**src/rtl/err_log_pkg.sv**
```systemverilog
package err_log_pkg;
  localparam int unsigned DWORD_W       = 32;
  localparam int unsigned ADR_UNC_STS   = 0;
  localparam int unsigned ADR_UNC_MASK  = 1;
  localparam int unsigned ADR_UNC_SEV   = 2;
  localparam int unsigned ADR_COR_STS   = 3;
  localparam int unsigned ADR_COR_MASK  = 4;
  localparam int unsigned ADR_FIRST_PTR = 5;
  localparam int unsigned ADR_HDR_BASE  = 8;
  localparam int unsigned PTR_VALID_BIT = 31;
endpackage

```
**src/rtl/err_status_bank.sv**
```systemverilog
// Sticky W1C status with mask, optional per-bit severity, registered indications.
module err_status_bank #(
  parameter int unsigned W       = 8,
  parameter bit          HAS_SEV = 1'b1,
  parameter logic [W-1:0] SEV_RST = '0
) (
  input  logic         clk,
  input  logic         rst,
  input  logic [W-1:0] evt_i,
  input  logic         sts_wr_i,
  input  logic         mask_wr_i,
  input  logic         sev_wr_i,
  input  logic [W-1:0] wdata_i,
  output logic [W-1:0] sts_o,
  output logic [W-1:0] mask_o,
  output logic [W-1:0] sev_o,
  output logic [W-1:0] hit_o,
  output logic         hi_o,
  output logic         lo_o
);
  logic [W-1:0] sts_q;
  logic [W-1:0] mask_q;
  logic [W-1:0] w1c;

  assign w1c   = sts_wr_i ? wdata_i : '0;
  assign hit_o = evt_i & ~mask_q;

  always_ff @(posedge clk) begin
    if (rst) begin
      sts_q  <= '0;
      mask_q <= '0;
    end else begin
      sts_q <= (sts_q & ~w1c) | evt_i;
      if (mask_wr_i) mask_q <= wdata_i;
    end
  end

  assign sts_o  = sts_q;
  assign mask_o = mask_q;

  generate
    if (HAS_SEV) begin : g_sev
      logic [W-1:0] sev_q;
      logic         hi_q;
      logic         lo_q;
      always_ff @(posedge clk) begin
        if (rst) begin
          sev_q <= SEV_RST;
          hi_q  <= 1'b0;
          lo_q  <= 1'b0;
        end else begin
          if (sev_wr_i) sev_q <= wdata_i;
          hi_q <= |(hit_o & sev_q);
          lo_q <= |(hit_o & ~sev_q);
        end
      end
      assign sev_o = sev_q;
      assign hi_o  = hi_q;
      assign lo_o  = lo_q;
    end else begin : g_nosev
      logic any_q;
      logic unused_sev_wr;
      assign unused_sev_wr = sev_wr_i;
      always_ff @(posedge clk) begin
        if (rst) any_q <= 1'b0;
        else     any_q <= |hit_o;
      end
      assign sev_o = '0;
      assign hi_o  = 1'b0;
      assign lo_o  = any_q;
    end
  endgenerate
endmodule

```
**src/rtl/err_first_capture.sv**
```systemverilog
// First-error pointer and header log; frozen until the named status bit is cleared.
module err_first_capture
  import err_log_pkg::*;
#(
  parameter int unsigned W      = 8,
  parameter int unsigned HDR_DW = 4,
  parameter int unsigned PTR_W  = 3
) (
  input  logic                      clk,
  input  logic                      rst,
  input  logic [W-1:0]              hit_i,
  input  logic [W-1:0]              clr_i,
  input  logic [HDR_DW*DWORD_W-1:0] hdr_i,
  output logic                      valid_o,
  output logic [PTR_W-1:0]          ptr_o,
  output logic [HDR_DW*DWORD_W-1:0] hdr_o
);
  logic             valid_q;
  logic [PTR_W-1:0] ptr_q;
  logic [PTR_W-1:0] low_idx;
  logic             rearm;
  logic             take;

  // Lowest index wins when pulses coincide.
  always_comb begin
    low_idx = '0;
    for (int i = W - 1; i >= 0; i--) begin
      if (hit_i[i]) low_idx = PTR_W'(i);
    end
  end

  assign rearm = valid_q && clr_i[ptr_q];
  assign take  = (!valid_q || rearm) && (|hit_i);

  always_ff @(posedge clk) begin
    if (rst) begin
      valid_q <= 1'b0;
      ptr_q   <= '0;
    end else if (take) begin
      valid_q <= 1'b1;
      ptr_q   <= low_idx;
    end else if (rearm) begin
      valid_q <= 1'b0;
    end
  end

  generate
    for (genvar k = 0; k < HDR_DW; k++) begin : g_dw
      logic [DWORD_W-1:0] dw_q;
      always_ff @(posedge clk) begin
        if (rst)       dw_q <= '0;
        else if (take) dw_q <= hdr_i[k*DWORD_W +: DWORD_W];
      end
      assign hdr_o[k*DWORD_W +: DWORD_W] = dw_q;
    end
  endgenerate

  assign valid_o = valid_q;
  assign ptr_o   = ptr_q;
endmodule

```
**src/rtl/err_reg_read.sv**
```systemverilog
// Registered read multiplexer for the register port.
module err_reg_read
  import err_log_pkg::*;
#(
  parameter int unsigned UNC_W  = 8,
  parameter int unsigned COR_W  = 6,
  parameter int unsigned HDR_DW = 4,
  parameter int unsigned PTR_W  = 3,
  parameter int unsigned ADDR_W = 4
) (
  input  logic                      clk,
  input  logic                      rst,
  input  logic                      rd_en_i,
  input  logic [ADDR_W-1:0]         addr_i,
  input  logic [UNC_W-1:0]          unc_sts_i,
  input  logic [UNC_W-1:0]          unc_mask_i,
  input  logic [UNC_W-1:0]          unc_sev_i,
  input  logic [COR_W-1:0]          cor_sts_i,
  input  logic [COR_W-1:0]          cor_mask_i,
  input  logic                      fe_valid_i,
  input  logic [PTR_W-1:0]          fe_ptr_i,
  input  logic [HDR_DW*DWORD_W-1:0] hdr_i,
  output logic [DWORD_W-1:0]        rdata_o
);
  logic [DWORD_W-1:0] rd_mux;
  logic [DWORD_W-1:0] rdata_q;

  always_comb begin
    rd_mux = '0;
    if (addr_i == ADDR_W'(ADR_UNC_STS))   rd_mux = DWORD_W'(unc_sts_i);
    if (addr_i == ADDR_W'(ADR_UNC_MASK))  rd_mux = DWORD_W'(unc_mask_i);
    if (addr_i == ADDR_W'(ADR_UNC_SEV))   rd_mux = DWORD_W'(unc_sev_i);
    if (addr_i == ADDR_W'(ADR_COR_STS))   rd_mux = DWORD_W'(cor_sts_i);
    if (addr_i == ADDR_W'(ADR_COR_MASK))  rd_mux = DWORD_W'(cor_mask_i);
    if (addr_i == ADDR_W'(ADR_FIRST_PTR) && fe_valid_i) begin
      rd_mux = DWORD_W'(fe_ptr_i);
      rd_mux[PTR_VALID_BIT] = 1'b1;
    end
    for (int k = 0; k < HDR_DW; k++) begin
      if (addr_i == ADDR_W'(ADR_HDR_BASE + k)) rd_mux = hdr_i[k*DWORD_W +: DWORD_W];
    end
  end

  always_ff @(posedge clk) begin
    if (rst)          rdata_q <= '0;
    else if (rd_en_i) rdata_q <= rd_mux;
  end

  assign rdata_o = rdata_q;
endmodule

```
**src/rtl/err_log_top.sv**
```systemverilog
module err_log_top
  import err_log_pkg::*;
#(
  parameter int unsigned UNC_W   = 8,
  parameter int unsigned COR_W   = 6,
  parameter int unsigned HDR_DW  = 4,
  parameter int unsigned ADDR_W  = 4,
  parameter logic [UNC_W-1:0] SEV_RST = '0
) (
  input  logic                      clk,
  input  logic                      rst,
  input  logic [UNC_W-1:0]          err_unc_i,
  input  logic [COR_W-1:0]          err_cor_i,
  input  logic [HDR_DW*DWORD_W-1:0] err_hdr_i,
  input  logic                      wr_en_i,
  input  logic                      rd_en_i,
  input  logic [ADDR_W-1:0]         addr_i,
  input  logic [DWORD_W-1:0]        wdata_i,
  output logic [DWORD_W-1:0]        rdata_o,
  output logic                      fatal_o,
  output logic                      nonfatal_o,
  output logic                      cor_o
);
  localparam int unsigned PTR_W = (UNC_W > 1) ? $clog2(UNC_W) : 1;

  logic wr_unc_sts, wr_unc_mask, wr_unc_sev, wr_cor_sts, wr_cor_mask;
  logic [UNC_W-1:0] unc_sts, unc_mask, unc_sev, unc_hit, unc_clr;
  logic [COR_W-1:0] cor_sts, cor_mask, cor_unused_sev, cor_unused_hit;
  logic             cor_unused_hi;
  logic             fe_valid;
  logic [PTR_W-1:0] fe_ptr;
  logic [HDR_DW*DWORD_W-1:0] hdr_log;
  logic             unused_wdata;

  assign wr_unc_sts  = wr_en_i && (addr_i == ADDR_W'(ADR_UNC_STS));
  assign wr_unc_mask = wr_en_i && (addr_i == ADDR_W'(ADR_UNC_MASK));
  assign wr_unc_sev  = wr_en_i && (addr_i == ADDR_W'(ADR_UNC_SEV));
  assign wr_cor_sts  = wr_en_i && (addr_i == ADDR_W'(ADR_COR_STS));
  assign wr_cor_mask = wr_en_i && (addr_i == ADDR_W'(ADR_COR_MASK));
  assign unc_clr     = wr_unc_sts ? wdata_i[UNC_W-1:0] : '0;
  assign unused_wdata = ^wdata_i;

  err_status_bank #(.W(UNC_W), .HAS_SEV(1'b1), .SEV_RST(SEV_RST)) unc_bank_i (
    .clk(clk), .rst(rst), .evt_i(err_unc_i),
    .sts_wr_i(wr_unc_sts), .mask_wr_i(wr_unc_mask), .sev_wr_i(wr_unc_sev),
    .wdata_i(wdata_i[UNC_W-1:0]),
    .sts_o(unc_sts), .mask_o(unc_mask), .sev_o(unc_sev), .hit_o(unc_hit),
    .hi_o(fatal_o), .lo_o(nonfatal_o)
  );

  err_status_bank #(.W(COR_W), .HAS_SEV(1'b0), .SEV_RST('0)) cor_bank_i (
    .clk(clk), .rst(rst), .evt_i(err_cor_i),
    .sts_wr_i(wr_cor_sts), .mask_wr_i(wr_cor_mask), .sev_wr_i(1'b0),
    .wdata_i(wdata_i[COR_W-1:0]),
    .sts_o(cor_sts), .mask_o(cor_mask), .sev_o(cor_unused_sev), .hit_o(cor_unused_hit),
    .hi_o(cor_unused_hi), .lo_o(cor_o)
  );

  err_first_capture #(.W(UNC_W), .HDR_DW(HDR_DW), .PTR_W(PTR_W)) cap_i (
    .clk(clk), .rst(rst), .hit_i(unc_hit), .clr_i(unc_clr), .hdr_i(err_hdr_i),
    .valid_o(fe_valid), .ptr_o(fe_ptr), .hdr_o(hdr_log)
  );

  err_reg_read #(.UNC_W(UNC_W), .COR_W(COR_W), .HDR_DW(HDR_DW), .PTR_W(PTR_W),
                 .ADDR_W(ADDR_W)) rd_i (
    .clk(clk), .rst(rst), .rd_en_i(rd_en_i), .addr_i(addr_i),
    .unc_sts_i(unc_sts), .unc_mask_i(unc_mask), .unc_sev_i(unc_sev),
    .cor_sts_i(cor_sts), .cor_mask_i(cor_mask),
    .fe_valid_i(fe_valid), .fe_ptr_i(fe_ptr), .hdr_i(hdr_log),
    .rdata_o(rdata_o)
  );
endmodule

```
**config.mk**
```make
export PLATFORM = sky130hd
export DESIGN_NAME = err_log_top
export DESIGN_NICKNAME = d
export VERILOG_FILES = /design/src/rtl/err_log_pkg.sv /design/src/rtl/err_status_bank.sv /design/src/rtl/err_first_capture.sv /design/src/rtl/err_reg_read.sv /design/src/rtl/err_log_top.sv
export SDC_FILE = /design/constraint.sdc
export NUM_CORES = 1
export LEC_CHECK = 0
export BUFFER_PORTS_ARGS = -buffer_cell sky130_fd_sc_hd__buf_2
export CAP_MARGIN = 20
export CORE_MARGIN = 2
export CORE_UTILIZATION = 50
export DETAILED_ROUTE_END_ITERATION = 6
export PLACE_DENSITY = 0.74
export RECOVER_POWER = 25
export SLEW_MARGIN = 40
export SYNTH_ARGS = -nofsm -noshare
export SYNTH_HDL_FRONTEND = slang
export SYNTH_SLANG_ARGS = --single-unit
```
**constraint.sdc**
```tcl
create_clock -name clk -period 4.1 [get_ports clk]
set_input_delay 0.205 -clock clk [delete_from_list [all_inputs] [get_ports clk]]
set_output_delay 0.205 -clock clk [all_outputs]
set_load 0.05 [all_outputs]
```
==> key figures, run 1 <==
Timing
  • Setup TNS: 0 ps
  • Hold Violations, Final: 0
  • Crit path time final: 3160 ps
  • RSZ-0062 raised after global routing: no
  • Max Clk Rate: between 300 and 400 MHz
  • Slew Viols, Final: 37
  • Final worst slack: 944 ps
  • Skew final: approximately 9.2 ps
  • Worst hold margin: 6.33 ps
  • Worst-margin pin slew: 1720 ps
  • Endpoints failing setup: 0
  • Rel. slew slack: -0.147
  • Period Utilization, post-route: 0.770

Clocking
  • Worst-path clk slew: approximately 60 ps
  • Number of post-CTS setup repair buffers: 0
  • Clk sinks: 203
  • H-tree depth: 1
  • TritonCTS clock tree: done
  • Root Buffer: clkbuf_16
  • Insertion delay to the later sink of the worst-skew pair: 510 ps
  • Inserted Clock Buffers: 23
  • Max clock buf depth: 3

Global route
  • First-pass GRT wire length: 52.7 mm
  • Gr usage total: 0.299
  • Remaining Overflow, GRT: 0
  • Vias in the first global route: 9686
  • Initial antenna violation count: 0
  • Largest net degree at the start of global routing: 130

Floorplan
  • CORE AREA: 20200 µm²
  • Die Span X: 147 µm
  • Initial Util: 0.509
  • Cell Rows: 52
  • Die area: 21700 µm²
  • I/O pin cnt: 217
  • Die Y: 147 µm

Finish
  • P&R area growth vs syn: 28.3%
  • Register Area: 4060 µm²
  • Layout cells sized above 1: 0.299
  • Util after Layout: 0.653
  • Inserted Diodes: 0
  • Fillers: 1654
  • Post-route insts no fill: about 1700
  • Multi-input logic area: 5470 µm²
  • Final #Nets: approximately 1600

Route
  • Post-route ant nets: 0
  • DR pass1 iterations: 5
  • Remaining DRCs: 0
  • Vias per inst: 5.93
  • Routed Wire Length: 33.6 mm
  • Wire per inst: 19.8 µm
  • Vias: between 10000 and 15000
  • Iter 0 DRT Violations: 1085

Critical path
  • CP startpoint kind: input port
  • CP most frequent cell: clkbuf_1
  • Slowest cell delay on critical path: 1310 ps
  • Crit path DAT: 3550 ps
  • Max stage delay cell, worst path: clkbuf_1
  • Crit end category: flop
  • CP Class: in -> reg
  • Crit path cell chain: clkbuf_1 > clkbuf_1 > mux4_2 > a21oi_1 > a311oi_1 > o311a_1
  • Crit path max fanout: 36
  • Req. time, crit path: ~4500 ps

Place
  • Placed Cells: 1515
  • Placer congestion estimate: 0.872
  • I/O Buffers: 192
  • Setup WS pre-CTS: 1500 ps
  • Hpwl dp: 19.8 mm

Synthesis
  • Post-synth top area cell: dfxtp_1
  • Post-synth EDFFs: 0
  • XOR/XNOR Fraction of Synth Area: 0
  • Cell Area, Synth: between 10000 and 15000 µm²
  • Adder-cell share of the synthesized area: 0
  • Synth Register Bits: 203
  • Simple-gate portion of the synthesized area: 0.152
  • Gate Count Post-Synth: 1151
  • Post-synthesis area per instance: slightly below 9 µm²
  • Asr flop ratio synth: 0
  • Top post-synthesis cells by area: dfxtp_1, a21oi_2, o21ai_2
  • Yosys cell types: 67
  • Mux contribution to synthesized area: 0.0587
  • Largest family of logic cells by synthesized area: compound AO/OA/AOI/OAI gates
  • Syn. warnings: 0
  • Post-synthesis compound-gate area fraction: 0.321
  • Sequential area share after synthesis: 0.396
  • Yosys top cell area share: 0.396
  • Post-Syn Nets: 1333
  • Main synth FF type: dfxtp_1

Power
  • Sw Ratio: 0.289
  • Leakage: 4.86 nW
  • Worst vdd ir: about 300 µV
  • Reg power frac: 0.431
  • Net Sw Power: 1.46 mW
  • Comb power frac: 0.181
  • Clk pwr share: 0.388
  • Internal power: 3.59 mW
  • Cell Pwr Density: between 300 and 400 nW/µm²

Run
  • Max Cap Violations: 1

Outcome
  • Failing checks: max-capacitance violations, max-slew violations
  • Status: complete, but fails checks

Hold path
  • Worst Hold Class: in -> reg
-- layout make-up --
type	count	share of cell area
inverter	12	0.00342
multi-input combinational	821	0.415
clock buffer	36	0.0520
sequential	203	0.309
timing repair buffer	350	0.193
tap	270	0.0257
clock inverter	5	0.00219
-- routing by layer --
layer	GRT usage	up-vias	part of all wire
met5	0	-	0
met4	0.0841	0	0.025
met3	0.0519	70	0.089
met2	0.454	509	0.44
met1	0.439	4778	0.44
li1	-	4709	-
-- kinds of logic (layout without fill, tap and decap cells) --
| group | count (synthesis) | count (layout) |
|---|---|---|
| AOI/OAI and AO/OA | 444 | 444 |
| buffers and inverters | 127 | 403 |
| DFF | 203 | 203 |
| muxes | 55 | 55 |
| and+or+nand+nor | 322 | 322 |
-- through the flow --
stage          instance area [µm²]  power, mW
6_report                     13200       5.05
5_1_grt                      13200       5.24
4_1_cts                      13200       5.04
3_5_place_dp                 11100       3.00
3_3_place_gp                 11100       2.99
2_1_floorplan                10300       2.79
-- path summary, 6_finish.rpt --
path	slack [ps]	depth (start not counted)	startpoint	end
max	940	6	addr_i[1]	rd_i.rdata_o[0]$_SDFFE_PP0P_
min	6	3	wdata_i[6]	unc_bank_i.mask_o[6]$_SDFFE_PP0P_
max reg2reg	1430	6	cap_i.ptr_o[0]$_SDFFE_PP0P_	cap_i.g_dw[1].dw_q[28]$_SDFFE_PP0P_
min reg2reg	460	2	cap_i.g_dw[1].dw_q[8]$_SDFFE_PP0P_	cap_i.g_dw[1].dw_q[8]$_SDFFE_PP0P_
-- synth_stat cells (26+ instances only) --
master      n
nand3_1   133
clkbuf_1   48
a21oi_2   100
nor2_1     76
a211oi_1   26
dfxtp_1   203
buf_2      26
o21ai_2   100
mux2i_1    49
o21ai_0    65
nand2_1    57
a21oi_1    66
a22oi_1    27
-- power by group through the flow --
stage               Clock [mW]  Combinational, mW  Sequential (mW)
global route              2.07              0.982             2.19
global placement             0              0.776             2.21
floorplan                    0              0.536             2.26
finish                    1.96              0.917             2.18
detailed placement           0              0.789             2.21
CTS                       1.98              0.895             2.17
-- flip-flops by register name, indices dropped and copies added (netlist names) --
signal / count
cap_i.g_dw.dw_q: 128
rd_i.rdata_o: 32
unc_bank_i.mask_o: 8
unc_bank_i.sev_o: 8
unc_bank_i.sts_o: 8
cor_bank_i.mask_o: 6
cor_bank_i.sts_o: 6
cap_i.ptr_o: 3
cap_i.valid_o: 1
cor_bank_i.lo_o: 1
unc_bank_i.hi_o: 1
unc_bank_i.lo_o: 1
-- layout by cell type (no fill, tap or decap), types with 6 or more instances in the layout --
| cell | instances |
|---|---|
| o21ai_1 | 10 |
| buf_4 | 9 |
| a22oi_1 | 27 |
| clkbuf_1 | 48 |
| a211oi_1 | 26 |
| dlygate4sd3_1 | 140 |
| nand2b_1 | 16 |
| mux2i_1 | 49 |
| a21oi_1 | 66 |
| clkbuf_8 | 6 |
| nand2_1 | 57 |
| a21oi_2 | 100 |
| nor2_1 | 77 |
| inv_1 | 11 |
| nand3_1 | 133 |
| o21ai_2 | 100 |
| clkbuf_16 | 24 |
| buf_2 | 151 |
| nor2b_1 | 9 |
| o221ai_1 | 6 |
| o21ai_0 | 65 |
| dfxtp_1 | 203 |
-- repair_timing --
item | CTS | global route
setup endpoints to repair | 0 | 0
gates resized for setup | 0 | 0
endpoints found under the hold margin | 141 | 0
hold buffers | 140 | 0
-- critical path: cells and delay by family --
kind / cells / cell delay (ps)
AOI/OAI and AO/OA: 3 / 650
muxes: 1 / 650
buffers and inverters: 2 / 2040
No activity file was read; power rests on OpenSTA's default activity.
==> run 2, diff against run 1 <==
--- a/config.mk
+++ b/config.mk
@@ -5,12 +5,13 @@
 export SDC_FILE = /design/constraint.sdc
 export NUM_CORES = 1
 export LEC_CHECK = 0
+export ABC_AREA = 1
 export BUFFER_PORTS_ARGS = -buffer_cell sky130_fd_sc_hd__buf_2
 export CAP_MARGIN = 20
 export CORE_MARGIN = 2
-export CORE_UTILIZATION = 50
+export CORE_UTILIZATION = 49
 export DETAILED_ROUTE_END_ITERATION = 6
-export PLACE_DENSITY = 0.74
+export PLACE_DENSITY = 0.76
 export RECOVER_POWER = 25
 export SLEW_MARGIN = 40
 export SYNTH_ARGS = -nofsm -noshare
==> constraint.sdc (replaced) <==
create_clock -name clk -period 2.7 [get_ports clk]
set_input_delay 0.135 -clock clk [delete_from_list [all_inputs] [get_ports clk]]
set_output_delay 0.135 -clock clk [all_outputs]
set_load 0.05 [all_outputs]
==> run 2 against run 1 <==
  * The run ends with negative hold slack left
  * Routed wire length down 7.7%
  * Final cell count up 18%
  * Combinational power up 44%
  * First-iteration DRC count down 21%
  * Power up 52%
  * Worst hold slack worse by 9.4 ps
  * Clock skew down 2.2 ps
  * Final area down 2.5%
  * Clock power up 52%
  * Largest cell class unchanged
==> key figures, run 2 <==
Finish
  • Max reg flops: 128
  • Inserted Diodes: 0
  • Final #Nets: about 1900
  • Post-route insts no fill: 2005
  • Most flop-heavy register: cap_i.g_dw.dw_q
  • Commonest non-fill, non-tap cell in the layout: nand2_1
  • Most frequent cells in the layout: nand2_1, dfxtp_1, inv_1
  • Fillers: 1658
  • Layout cells sized above 1: 0.136
  • P&R area growth vs syn: 32.2%

Timing
  • Setup TNS: 0 ps
  • Worst-margin pin slew: 1080 ps
  • RSZ-0062 raised after global routing: no
  • Rel. slew slack: 0.282
  • Endpoints failing setup: 0
  • Slew Viols, Final: 0
  • Worst hold margin: -3.10 ps
  • Max Clk Rate: 476 MHz
  • Skew final: 6.91 ps
  • Hold Violations, Final: 1
  • Period Utilization, post-route: 0.777
  • Crit path time final: 2100 ps

Route
  • Vias per inst: about 5.2
  • Remaining DRCs: 0
  • Post-route ant nets: 0
  • Routed Wire Length: ~31 mm
  • Iter 0 DRT Violations: 857
  • Wire per inst: 15.5 µm
  • DR pass1 iterations: 6
  • Vias: 10500

Synthesis
  • Post-synthesis area per instance: 6.72 µm²
  • Cell Area, Synth: 9720 µm²
  • Top cells by count, synth: nand2_1, dfxtp_1, inv_1
  • Yosys top cell area share: 0.418
  • Post-synth top area cell: dfxtp_1
  • Synth Register Bits: 203
  • Main synth FF type: dfxtp_1
  • Asr flop ratio synth: 0
  • Yosys cell types: 29
  • Gate Count Post-Synth: 1447
  • Most numerous cell in the Yosys netlist: nand2_1
  • Sequential area share after synthesis: 0.418
  • Top post-synthesis cells by area: dfxtp_1, nand2_1, a21oi_1
  • Post-synth EDFFs: 0
  • Post-Syn Nets: 1629
  • Syn. warnings: 0

Critical path
  • Crit path max fanout: 97
  • Crit path cell chain: clkbuf_1 > nor2_1 > nand2_2 > nor2_4 > nand3_1 > nand3_1 > nand3_1 > nand3_4 > buf_12 > nand3_1 > nand2_1 > nor2_1
  • CP Class: in -> reg
  • CP startpoint kind: input port
  • RR Endpoint: cap_i.g_dw[3].dw_q[23]$_SDFFE_PP0P_
  • Worst Setup SP: addr_i[2]
  • R2R Setup Slk: 680 ps
  • FF-to-FF path depth: 8
  • Worst reg2reg startpoint: unc_bank_i.mask_o[5]$_SDFFE_PP0P_
  • Crit path DAT: roughly 2500 ps
  • Req. time, crit path: approximately 3000 ps
  • CP most frequent cell: nand3_1
  • Crit end category: flop
  • Slowest cell delay on critical path: 460 ps
  • Crit path capture: cap_i.g_dw[3].dw_q[16]$_SDFFE_PP0P_
  • Max stage delay cell, worst path: nor2_1

Power
  • Cell Pwr Density: roughly 600 nW/µm²
  • Worst vdd ir: 516 µV
  • Leakage: 6.24 nW

Clocking
  • Clk sinks: 203
  • H-tree depth: 1
  • Insertion delay to the later sink of the worst-skew pair: around 510 ps
  • Worst-path clk slew: 60 ps
  • TritonCTS clock tree: done
  • Post-CTS Resized: 0
  • Inserted Clock Buffers: 23
  • Max clock buf depth: 3
  • Root Buffer: clkbuf_16

Place
  • Placer congestion estimate: around 0.9
  • Hpwl dp: 19.3 mm
  • I/O Buffers: 192
  • Placed Cells: 1824

Hold path
  • Hold depth: 5
  • Worst Hold Class: in -> reg

Global route
  • Vias in the first global route: between 9000 and 10000
  • Largest net degree at the start of global routing: ~140
  • Remaining Overflow, GRT: 0
  • Initial antenna violation count: 0
  • First-pass GRT wire length: ~48 mm
  • Gr usage total: 0.286

Floorplan
  • I/O pin cnt: 217
  • Die Y: roughly 140 µm
  • Initial Util: 0.499
  • Die Span X: approximately 140 µm
  • Die area: 21000 µm²
  • Cell Rows: 51
  • CORE AREA: about 19000 µm²

Outcome
  • Status: complete, but fails checks
  • Failing checks: negative hold slack

Run
  • Max Cap Violations: 0
run 2: cell type report:
class,instances,area [µm²],area share
Inverter,199,749,0.0583
Sequential cell,203,4060,0.316
Multi-Input combinational cell,943,4400,0.343
Timing Repair Buffer,355,2600,0.202
Clock buffer,35,651,0.0506
Tap cell,265,332,0.0258
Clock inverter,5,53.8,0.00419
run 2: kinds of logic after synthesis:
logic type	count (synthesis)	synth area share
AO/OA/AOI/OAI	322	0.184
buffers and inverters	301	0.130
flip-flops	203	0.418
AND/OR/NAND/NOR	621	0.267
run 2: critical path, delay by kind of cell:
kind,cells,cell delay [ps]
AND/OR/NAND/NOR,10,1840
buffers and inverters,2,440
run 2: power by group:
group          internal, mW  switching (mW)  leakage [nW]
combinational         0.547           0.776          4.21
clock                  1.75            1.22         0.346
sequential             3.26           0.141          1.68
total                  5.55            2.13          6.24
run 2: worst min-delay path by stage:
stage | startpoint | end | slack [ps]
floorplan | err_cor_i[0] | cor_bank_i.sts_o[0]$_SDFF_PP0_ | 250
global placement | err_unc_i[0] | unc_bank_i.sts_o[0]$_SDFF_PP0_ | 360
detailed placement | err_unc_i[0] | unc_bank_i.sts_o[0]$_SDFF_PP0_ | 370
CTS | err_hdr_i[13] | cap_i.g_dw[0].dw_q[13]$_SDFFE_PP0P_ | 3
global route | err_hdr_i[13] | cap_i.g_dw[0].dw_q[13]$_SDFFE_PP0P_ | 30
finish | err_hdr_i[13] | cap_i.g_dw[0].dw_q[13]$_SDFFE_PP0P_ | -3
run 2: per-layer routing:
layer / vias to the layer above / wire length [µm] / track usage
met5: - / 0 / 0
met4: 0 / 1380 / 0.128
met3: 87 / 2170 / 0.0415
met2: 450 / 14700 / 0.488
met1: 4713 / 12700 / 0.360
li1: 5229 / - / -
run 2: what timing repair did:
item | 4_1_cts | 5_1_grt
hold buffers | 141 | 0
hold endpoints to repair | 141 | 0
setup buffers | 0 | 0
run 2: stage by stage:
stage                     cell area (µm²)   util  setup WS [ps]  power (mW)
after detailed placement            10800  0.554            437        4.60
final                               12800  0.660            601        7.69
after floorplan                      9720      -           1040        4.25
after global placement              10800  0.554            489        4.57
after CTS                           12900  0.663            785        7.68
after global routing                12800  0.660            410        8.00
==> run 3, diff against run 2 <==
--- a/config.mk
+++ b/config.mk
@@ -9,9 +9,9 @@
 export BUFFER_PORTS_ARGS = -buffer_cell sky130_fd_sc_hd__buf_2
 export CAP_MARGIN = 20
 export CORE_MARGIN = 2
-export CORE_UTILIZATION = 49
+export CORE_UTILIZATION = 50
 export DETAILED_ROUTE_END_ITERATION = 6
-export PLACE_DENSITY = 0.76
+export PLACE_DENSITY = 0.75
 export RECOVER_POWER = 25
 export SLEW_MARGIN = 40
 export SYNTH_ARGS = -nofsm -noshare
==> constraint.sdc (replaced) <==
create_clock -name clk -period 2.1 [get_ports clk]
set_input_delay 0.105 -clock clk [delete_from_list [all_inputs] [get_ports clk]]
set_output_delay 0.105 -clock clk [all_outputs]
set_load 0.05 [all_outputs]
==> run 3 against run 2 <==
  * The flow now finishes without violations
  * Die area fell by 1.9%
  * First-iteration DRC count rose by 8.6%
  * Critical path depth fell by 4
  * Final area rose by 1.6%
  * Sequential power rose by 29%
  * Register-to-register slack got worse by 460 ps
  * Critical path type is now reg -> reg
  * Highest routed layer unchanged
==> key figures, run 3 (same netlist as run 2, synthesis figures left out) <==
Outcome
  • Status: completed

Place
  • Hpwl dp: roughly 20 mm
  • Placer congestion estimate: 0.897
  • Setup WS pre-CTS: between 200 and 250 ps
  • I/O Buffers: 192

Timing
  • Worst-margin pin slew: about 730 ps
  • Crit path time final: 1880 ps
  • Final worst slack: 219 ps
  • Period Utilization, post-route: 0.896
  • Setup TNS: 0 ps
  • Endpoints failing setup: 0
  • Hold Violations, Final: 0
  • Slew Viols, Final: 0
  • Skew final: approximately 13 ps
  • Rel. slew slack: 0.514
  • RSZ-0062 raised after global routing: no
  • Max Clk Rate: 532 MHz

Critical path
  • Crit path capture: cap_i.g_dw[1].dw_q[18]$_SDFFE_PP0P_
  • Crit path DAT: 2270 ps
  • Req. time, crit path: 2480 ps
  • CP top delay family: simple AND/OR/NAND/NOR gates
  • Crit end category: flop
  • CP most frequent cell: nand2_1
  • FF-to-FF path depth: 8
  • Crit path max fanout: approximately 110
  • CP Class: reg -> reg
  • Buffers plus inverters on the worst setup path: 2
  • Worst path depth: 8
  • Worst reg2reg startpoint: unc_bank_i.mask_o[2]$_SDFFE_PP0P_
  • Crit path cell chain: inv_1 > nand2_1 > nand2_1 > nor2_2 > nand2_4 > buf_16 > a21oi_1 > nor2_1
  • R2R Setup Slk: 220 ps
  • Slowest cell delay on critical path: 340 ps
  • CP startpoint kind: flop
  • Worst Setup SP: unc_bank_i.mask_o[2]$_SDFFE_PP0P_
  • RR Endpoint: cap_i.g_dw[1].dw_q[18]$_SDFFE_PP0P_
  • Max stage delay cell, worst path: dfxtp_1

Finish
  • Util after Layout: 0.691
  • Most frequent cells in the layout: nand2_1, dfxtp_1, inv_1
  • Layout cells sized above 1: 0.138
  • Commonest non-fill, non-tap cell in the layout: nand2_1
  • Final #Nets: about 1900
  • Max reg flops: 128
  • P&R area growth vs syn: 34.3%
  • Fillers: approximately 1600
  • Most flop-heavy register: cap_i.g_dw.dw_q

Clocking
  • Number of post-CTS setup repair buffers: 0
  • Max clock buf depth: 3
  • Worst-path clk slew: 60 ps
  • Insertion delay to the later sink of the worst-skew pair: 500 ps
  • Root Buffer: clkbuf_16
  • Inserted Clock Buffers: 22
  • H-tree depth: 1
  • TritonCTS clock tree: done
  • Clk sinks: 203

Global route
  • Largest net degree at the start of global routing: 113
  • First-pass GRT wire length: 49.9 mm
  • Vias in the first global route: 10100
  • Gr usage total: 0.302
  • Initial antenna violation count: 0
  • Remaining Overflow, GRT: 0

Floorplan
  • Initial Util: 0.514
  • I/O pin cnt: 217
  • Die Span X: between 100 and 150 µm
  • Die area: between 20000 and 25000 µm²
  • Die Y: 143 µm
  • Cell Rows: 50
  • CORE AREA: around 19000 µm²

Run
  • Max Cap Violations: 0

Power
  • Worst vdd ir: 528 µV
  • Cell Pwr Density: 758 nW/µm²
  • Leakage: 6.33 nW

Route
  • Post-route ant nets: 0
  • Vias: ~11000
  • Remaining DRCs: 0
  • Iter 0 DRT Violations: about 930
  • Wire per inst: around 16 µm
  • Routed Wire Length: 32.4 mm
  • Vias per inst: 5.39
  • DR pass1 iterations: 6

Hold path
  • Worst Hold Class: in -> reg
-- run 3: power breakdown --
part           switching, mW  leakage, nW  internal [mW]
Clock                   1.54        0.343           2.21
Combinational           1.02         4.30          0.746
Sequential             0.190         1.68           4.19
-- run 3: metal layers --
layer,global-route usage,vias to the layer above,share of wire
li1,-,5254,-
met1,0.380,4998,0.41
met2,0.523,518,0.48
met3,0.0403,94,0.072
met4,0.126,0,0.040
met5,0,-,0
-- run 3: area by class of cell --
cell class | instances | area, µm² | share of cell area
sequential | 203 | 4060 | 0.311
tap | 260 | 325 | 0.0249
antenna | 1 | 2.50 | 0.000192
clock buffer | 36 | 684 | 0.0524
inverter | 199 | 749 | 0.0574
multi-input combinational | 944 | 4400 | 0.337
timing repair buffer | 372 | 2810 | 0.215
clock inverter | 2 | 10.0 | 0.000767
-- run 3: timing repair --
item | in CTS | in global routing
gates resized for setup | 0 | 3
hold buffers | 151 | 0
hold endpoints to repair | 148 | 0
setup endpoints to repair | 0 | 18
-- run 3: how the worst min path moves through the flow --
| stage | cells past startpoint | from | slack [ps] | endpoint |
|---|---|---|---|---|
| 5_1_grt | 3 | wdata_i[1] | 20 | cor_bank_i.mask_o[1]$_SDFFE_PP0P_ |
| 6_report | 4 | wdata_i[0] | 10 | unc_bank_i.sts_o[0]$_SDFF_PP0_ |
| 3_5_place_dp | 3 | err_cor_i[4] | 340 | cor_bank_i.sts_o[4]$_SDFF_PP0_ |
| 2_1_floorplan | 2 | err_cor_i[0] | 220 | cor_bank_i.sts_o[0]$_SDFF_PP0_ |
| 4_1_cts | 4 | wdata_i[0] | 2 | unc_bank_i.sts_o[0]$_SDFF_PP0_ |
| 3_3_place_gp | 3 | err_unc_i[6] | 330 | unc_bank_i.sts_o[6]$_SDFF_PP0_ |
-- run 3: worst reg2reg max path: stages, from the launching register on --
cell and delay [ps]:
dfxtp_1 340, inv_1 60, nand2_1 140, nand2_1 120
nor2_2 240, nand2_4 210, buf_16 290, a21oi_1 310
nor2_1 80
-- run 3: metrics by stage --
stage	hold slack [ps]	std cells	power, mW	cell area, µm²
3_3_place_gp	329	1826	5.91	10900
5_1_grt	16.8	2016	10.3	13000
4_1_cts	2.19	2015	9.86	13100
6_report	14.9	2017	9.89	13100
3_5_place_dp	337	1826	5.95	10900
2_1_floorplan	222	1447	5.46	9720
